`config.mk`:
```
export PLATFORM = sky130hd
export DESIGN_NAME = serial_dac_loader
export DESIGN_NICKNAME = d
export VERILOG_FILES = /design/src/rtl/dl_pkg.sv /design/src/rtl/dl_sync.sv /design/src/rtl/dl_shift_chain.sv /design/src/rtl/dl_hold_reg.sv /design/src/rtl/serial_dac_loader.sv
export SDC_FILE = /design/constraint.sdc
export NUM_CORES = 1
export LEC_CHECK = 0
export ABC_AREA = 1
export BUFFER_PORTS_ARGS = -buffer_cell sky130_fd_sc_hd__buf_2
export CAP_MARGIN = 20
export CORE_ASPECT_RATIO = 0.6
export CORE_MARGIN = 2
export CORE_UTILIZATION = 30
export CTS_CLUSTER_DIAMETER = 40
export CTS_CLUSTER_SIZE = 28
export DETAILED_ROUTE_END_ITERATION = 10
export SLEW_MARGIN = 10
export SYNTH_ARGS = -nofsm -noshare
export SYNTH_HDL_FRONTEND = slang
export SYNTH_SLANG_ARGS = --single-unit
```
`constraint.sdc`:
```
create_clock -name clk -period 1.3 [get_ports clk]
set_input_delay 0.195 -clock clk [delete_from_list [all_inputs] [get_ports clk]]
set_output_delay 0.195 -clock clk [all_outputs]
set_load 0.005 [all_outputs]
```
`src/rtl/dl_pkg.sv`:
```
package dl_pkg;
  localparam int DL_WORD_W = 16;

  typedef enum logic [1:0] {
    SPAN_V0_5  = 2'b00,
    SPAN_I4_20 = 2'b01,
    SPAN_I0_20 = 2'b10,
    SPAN_I0_24 = 2'b11
  } span_e;

  function automatic logic span_is_voltage(span_e s);
    return s == SPAN_V0_5;
  endfunction
endpackage

```
`src/rtl/dl_sync.sv`:
```
module dl_sync #(
  parameter int N     = 3,
  parameter int DEPTH = 2
) (
  input  logic         clk,
  input  logic         rst_n,
  input  logic [N-1:0] din,
  output logic [N-1:0] lvl
);
  generate
    for (genvar g = 0; g < N; g++) begin : g_bit
      logic [DEPTH-1:0] pipe;
      if (DEPTH == 1) begin : g_one
        always_ff @(posedge clk or negedge rst_n) begin
          if (!rst_n) pipe <= '0;
          else        pipe <= din[g];
        end
      end else begin : g_many
        always_ff @(posedge clk or negedge rst_n) begin
          if (!rst_n) pipe <= '0;
          else        pipe <= {pipe[DEPTH-2:0], din[g]};
        end
      end
      assign lvl[g] = pipe[DEPTH-1];
    end
  endgenerate
endmodule

```
`src/rtl/dl_shift_chain.sv`:
```
module dl_shift_chain #(
  parameter int W = dl_pkg::DL_WORD_W
) (
  input  logic         clk,
  input  logic         rst_n,
  input  logic         shift_en,
  input  logic         out_en,
  input  logic         din,
  output logic [W-1:0] word,
  output logic         sdo
);
  logic [W-1:0] sreg;
  logic         sdo_q;

  always_ff @(posedge clk or negedge rst_n) begin
    if (!rst_n)        sreg <= '0;
    else if (shift_en) sreg <= {sreg[W-2:0], din};
  end

  always_ff @(posedge clk or negedge rst_n) begin
    if (!rst_n)      sdo_q <= 1'b0;
    else if (out_en) sdo_q <= sreg[W-1];
  end

  assign word = sreg;
  assign sdo  = sdo_q;

  p_shift_moves_r1: assert property (@(posedge clk) disable iff (!rst_n)
    shift_en |=> sreg[W-1:1] == $past(sreg[W-2:0]));

  p_idle_keeps_r3: assert property (@(posedge clk) disable iff (!rst_n)
    !shift_en |=> $stable(sreg));

  p_sdo_on_fall_r4: assert property (@(posedge clk) disable iff (!rst_n)
    !out_en |=> $stable(sdo_q));
endmodule

```
`src/rtl/dl_hold_reg.sv`:
```
module dl_hold_reg #(
  parameter int W = dl_pkg::DL_WORD_W
) (
  input  logic         clk,
  input  logic         rst_n,
  input  logic         clr,
  input  logic         load,
  input  logic [W-1:0] d,
  output logic [W-1:0] q
);
  localparam logic [W-1:0] BOTTOM = '0;

  logic arst_n;
  assign arst_n = rst_n & ~clr;

  always_ff @(posedge clk or negedge arst_n) begin
    if (!arst_n)   q <= BOTTOM;
    else if (load) q <= d;
  end

  p_clear_bottom_r5: assert property (@(posedge clk) disable iff (!rst_n)
    clr |-> q == BOTTOM);

  p_hold_without_load_r3: assert property (@(posedge clk) disable iff (!rst_n || clr)
    !load |=> $stable(q));

  p_load_copies_r1: assert property (@(posedge clk) disable iff (!rst_n || clr)
    load |=> q == $past(d));
endmodule

```
`src/rtl/serial_dac_loader.sv`:
```
module serial_dac_loader #(
  parameter int WORD_W     = dl_pkg::DL_WORD_W,
  parameter int SYNC_DEPTH = 2
) (
  input  logic              clk,
  input  logic              rst_n,
  input  logic              clr,
  input  logic              sclk,
  input  logic              sdi,
  input  logic              latch,
  input  logic [1:0]        range_sel,
  output logic [WORD_W-1:0] code,
  output logic              sdo,
  output logic [1:0]        span,
  output logic              span_is_volt
);
  import dl_pkg::*;

  localparam int NSYNC  = 3;
  localparam int I_SCLK = 0;
  localparam int I_SDI  = 1;
  localparam int I_LAT  = 2;

  logic [NSYNC-1:0] raw_in, syn;
  logic [1:0]       prev;
  logic             sclk_rise, sclk_fall, lat_rise;
  logic [WORD_W-1:0] sh_word;
  span_e            span_q;
  logic             volt_q;

  assign raw_in = {latch, sdi, sclk};

  dl_sync #(.N(NSYNC), .DEPTH(SYNC_DEPTH)) u_sync (
    .clk(clk), .rst_n(rst_n), .din(raw_in), .lvl(syn)
  );

  always_ff @(posedge clk or negedge rst_n) begin
    if (!rst_n) prev <= '0;
    else        prev <= {syn[I_LAT], syn[I_SCLK]};
  end

  assign sclk_rise = syn[I_SCLK] & ~prev[0];
  assign sclk_fall = ~syn[I_SCLK] & prev[0];
  assign lat_rise  = syn[I_LAT] & ~prev[1];

  dl_shift_chain #(.W(WORD_W)) u_shift (
    .clk(clk), .rst_n(rst_n), .shift_en(sclk_rise), .out_en(sclk_fall),
    .din(syn[I_SDI]), .word(sh_word), .sdo(sdo)
  );

  dl_hold_reg #(.W(WORD_W)) u_hold (
    .clk(clk), .rst_n(rst_n), .clr(clr), .load(lat_rise),
    .d(sh_word), .q(code)
  );

  always_ff @(posedge clk or negedge rst_n) begin
    if (!rst_n) begin
      span_q <= SPAN_V0_5;
      volt_q <= 1'b1;
    end else begin
      span_q <= span_e'(range_sel);
      volt_q <= span_is_voltage(span_e'(range_sel));
    end
  end

  assign span         = span_q;
  assign span_is_volt = volt_q;

  p_single_rise_r2: assert property (@(posedge clk) disable iff (!rst_n)
    sclk_rise |=> !sclk_rise);

  p_strobe_keeps_shift_r8: assert property (@(posedge clk) disable iff (!rst_n)
    (lat_rise && !sclk_rise) |=> $stable(sh_word));

  p_span_follows_r7: assert property (@(posedge clk) disable iff (!rst_n)
    1'b1 |=> span == $past(range_sel));

  p_volt_flag_r7: assert property (@(posedge clk) disable iff (!rst_n)
    span_is_volt == (span == 2'b00));
endmodule

```
# Yosys cells after proc, flatten, opt, wreduce, memory -nomap -nowiden
# Index checks and enable logic that the tools add are counted.
dict set report totals {
  regBits 44
  latch_bits 0
  ram_bits 0
  mem_bits_ro 0
  input_bits 8
  wordCells 18
  memories 0
}
dict set report classes {
  n_addsub 0
  multipliers 0
  div 0
  order_cmp 0
  n_eq_ne 0
  n_shift 0
  mux 0
  bitwise_logic 8
  reduce_logical 1
}
# operator count
set ops {}
lappend ops {{1-bit AND} 4}
lappend ops {{1-bit inverter} 4}
lappend ops {{2-bit zero test} 1}

# Longest topological paths before layout
dict set report logic_depth {
  word_depth 2
  depth_mapped 5
  mapped_depth_nobuf 4
}

# Hierarchy
# From an unflattened synthesis, not the netlist that was laid out.
dict set report unflattened {
  hier_cells 164
  hier_area_um2 1701.6
}
# module instances cells_each area_each_um2 seq_area_each_um2
set modules_own_cells {}
lappend modules_own_cells {dl_shift_chain 1 73 724.4 425.4}
lappend modules_own_cells {dl_hold_reg 1 70 651.9 400.4}
lappend modules_own_cells {dl_sync 1 9 172.7 150.1}
lappend modules_own_cells {serial_dac_loader 1 12 152.6 126.4}

# Least setup slack after synthesis
# Ideal clock, no wire load.
dict set report synth_timing {
  path_kind {reg2reg}
  startpoint {register prev[0]}
  endpoint {register u_shift.sreg[10] (netlist: u_shift.word[10])}
  setup_time_ps 116
  arrival_ps 793
  path_slack_ps 390
  stages_incl_launch_ff 6
  n_path_buf 1
  path_cell_list {dfrtp_1 inv_2 nand2_4 buf_6 nand2_1 nand2_1}
}
dict set report synth_via {
  elab_chain_len 2
}
# item line
set synth_lines {}
lappend synth_lines {{start, declared} serial_dac_loader.sv:25} ;# logic [1:0] prev;
lappend synth_lines {{start signal, assigned} serial_dac_loader.sv:39} ;# else prev <= {syn[I_LAT], syn[I_SCLK]};
lappend synth_lines {{1-bit inverter} serial_dac_loader.sv:42} ;# assign sclk_rise = syn[I_SCLK] & ~prev[0];
lappend synth_lines {{1-bit AND} serial_dac_loader.sv:42}
lappend synth_lines {{end signal, assigned} dl_shift_chain.sv:17} ;# else if (shift_en) sreg <= {sreg[W-2:0], din};
lappend synth_lines {{end, declared} dl_shift_chain.sv:12} ;# logic [W-1:0] sreg;
# No other way between the ends.
# A chain may end at the register's enable or synchronous reset.

# Final worst setup path
dict set report layout_timing {
  startpoint {register volt_q (netlist: span_is_volt)}
  endpoint {output port span_is_volt}
}
# item line
set layout_rtl {}
lappend layout_rtl {{start, declared} serial_dac_loader.sv:29} ;# logic volt_q;
lappend layout_rtl {{start signal, assigned} serial_dac_loader.sv:62} ;# volt_q <= span_is_voltage(span_e'(range_sel));
lappend layout_rtl {{end, declared} serial_dac_loader.sv:15} ;# output logic span_is_volt
# No word-level cell between the ends.

==> summary.md <==
| Metric | Value |
|---|---|
| Status | `finished, final reports clean` |
| Worst setup path category | `flip-flop to output pin` |
| Die ar. | `6080 µm²` |
| Slowest CP cell | `dfstp_2` |
| Capture point of the worst reg-to-reg path | `u_shift.word[9]` |
| Top Ports | `28` |
| Synthesized Nets | `168` |
| Maximum VDD drop | `0.590 mV` |
| Syn. warnings | `0` |
| Switch share | `25.1%` |
| Root Buffer | `clkbuf_8` |
| DR DRC count | `0` |
| Crit path buffers/inverters | `1` |
| Distinct cells, synth | `12` |
| DIE WIDTH | `99.3 µm` |
| CP max stage delay | `520 ps` |
| H-tree depth | `2` |
| CP Depth | `1` |
| # clock sinks | `44` |
| Fillers | `534` |
| DP Wirelength | `2.29 mm` |
| Startpoint types | `flip-flop` |
| Max-cap viol count | `0` |
| Routability cong. | `0.826` |
| Yosys top cell area share | `65.8%` |
| CP arrival | `920 ps` |
| CTS buffer count | `5` |
| Detailed-route via count | `1,165` |
| Global route overflow | `0` |
| Least-Margin Pin Slew | `363 ps` |
| Placed inst area | `1840 µm²` |
| Final min period | `1110 ps` |
| R2R setup slack | `300 ps` |
| Synth Area in Compound Gates | `0%` |
| CP delay by family, top | `flip-flops` |
| P_int | `2.43 mW` |
| Number of global-route vias before repair | `1,131` |
| Critical Path Source | `span_is_volt` |
| Synth Area in Adders | `0%` |
| Mean Syn Cell Area | `10.2 µm²` |
| Leak | `1.14 nW` |
| CTS Hold Buffers Added | `5` |
| Clk pin slew, worst setup/hold paths | `80 ps` |
| Largest area contributor in the netlist | `dfrtp_1` |
| Synth top area cells | `dfrtp_1 (66%), nand2_1 (15%), nand3_1 (10%)` |
| Height of the die | `61.2 µm` |
| Pwr/cell area | `1600 nW/µm²` |
| Sw power | `0.814 mW` |
| Clk buf depth | `2` |
| Final Instance Area | `2020 µm²` |
| Worst Setup EP | `span_is_volt` |
| CP max FO | `1` |
| Slew margin rel. | `75.8%` |
| XOR/XNOR Fraction of Synth Area | `0%` |
| Post-layout total power | `3.24 mW` |
| Worst flop-to-flop path startpoint | `prev[0]` |
| First-pass GRT wire length | `5.62 mm` |
| Reg area | `1100 µm²` |
| Largest family of logic cells by synthesized area | `simple AND/OR/NAND/NOR gates` |
| Final ANT Viol Nets | `0` |
| Netlist Area Pre-Place | `1640 µm²` |
| DRT iter0 DRCs | `53` |
| Final hold vios | `0` |
| Clk pwr share | `35.1%` |
| Area Overhead vs Synth | `23.7%` |
| Combinational Power Share | `12.1%` |
| Resize count post-CTS | `0` |
| Slew Viols, Final | `0` |
| Antenna cells | `0` |
| # nets final | `207` |
| RSZ-0062 raised after global routing | `no` |
| Most common cell after layout, fill and taps aside | `nand2_1` |
| Average vias per placed instance | `4.38` |
| GRT Util Overall | `12.8%` |
| Row count | `20` |
| Core Area | `5150 µm²` |
| Sequential Power Share | `52.8%` |
| Final Util | `39.2%` |
| Multi-input logic area | `447 µm²` |
| Initial antenna violation count | `0` |
| Reg2reg path depth | `4` |
| Synth Area in Simple Gates | `27.3%` |
| Post-synthesis sequential area ratio | `67.4%` |
| Data required, critical path | `1110 ps` |
| Fin Clk Skew | `7.76 ps` |
| Routed len/inst | `12.4 µm` |
| Final WL | `3.30 mm` |
| Largest net degree at the start of global routing | `29` |
| Port Buffer Count | `27` |
| Worst-Skew Late Latency | `300 ps` |
| Max Freq | `0.897 GHz` |
| Layout cell share with drive strength beyond 1 | `23.5%` |
| Crit. End Element | `output pin` |
| Post-Syn Instances | `160` |
| Setup violators final | `0` |
| Multiplexer share of the synthesized area | `0%` |
| Setup TNS | `0 ps` |
| Setup Buffers After CTS | `0` |
| Initial Util | `31.7%` |
| CP cell instances | `buf_2` |
| Worst min-delay path class | `primary input to flip-flop` |
| CTS tree | `built` |
| FF+latch count, synth | `44` |
| Most frequent cells in the layout | `nand2_1 (67), dfrtp_1 (43), nand3_1 (33)` |
| Drt pass-1 iters | `4` |
| Fin crit share | `85.8%` |
-- cells by family (layout without fill, tap and decap cells) --
group | count (synthesis) | in the layout
flip-flops | 44 | 44
AND/OR/NAND/NOR | 104 | 104
buffers and inverters | 12 | 52
-- final cells by class --
class	count	area share [%]
clock inverters	1	1.48
well taps	66	4.08
repair buffers	40	12.2
clock buffers	7	4.76
flip-flops and latches	44	54.5
inverters	4	0.866
multi-input cells	104	22.1
-- metrics by stage --
| stage | worst slack, ps | hold slack (ps) | cells |
|---|---|---|---|
| after floorplan | 300 | -101 | 160 |
| after global placement | 334 | 231 | 252 |
| after detailed placement | 318 | 246 | 252 |
| after CTS | 170 | 2.38 | 265 |
| after global routing | 141 | 1.16 | 266 |
| final | 185 | 13.6 | 266 |
-- state kept, by name (all words and copies together), names as in the netlist --
name               flops
u_shift.word          16
span                   2
u_hold.q              16
span_is_volt           1
u_sync.g_bit.pipe      6
u_shift.sdo            1
prev                   2
-- power by group through the flow --
stage | clock network, mW | registers (mW) | logic [mW]
after floorplan | 0 | 1.71 | 0.215
after global placement | 0 | 1.74 | 0.380
after detailed placement | 0 | 1.74 | 0.389
after CTS | 1.16 | 1.71 | 0.402
after global routing | 1.23 | 1.74 | 0.464
final | 1.14 | 1.71 | 0.392
-- per-layer routing --
metal / global-route usage, % / share of wire, % / vias up
met2: 15.6 / 36 / 28
met4: 6.46 / 1.9 / 0
met1: 19.5 / 57 / 547
met5: 0 / 0 / -
met3: 4.20 / 4.8 / 6
li1: - / - / 584
-- synthesized netlist by cell type, drive strengths merged --
| cell type | n |
|---|---|
| dfstp | 1 |
| dfrtp | 43 |
| buf | 8 |
| inv | 4 |
| nand3 | 33 |
| nor2 | 2 |
| nand2 | 69 |
-- worst min-delay path by stage --
stage / from / endpoint / cells past startpoint
after floorplan: rst_n / prev[0] / 0
after global placement: rst_n / u_sync.g_bit[1].pipe[0] / 2
after detailed placement: rst_n / u_sync.g_bit[1].pipe[0] / 2
after CTS: range_sel[0] / span_is_volt / 2
after global routing: range_sel[1] / span[1] / 1
final: range_sel[1] / span[1] / 1
No activity file was read; power rests on OpenSTA's default activity.
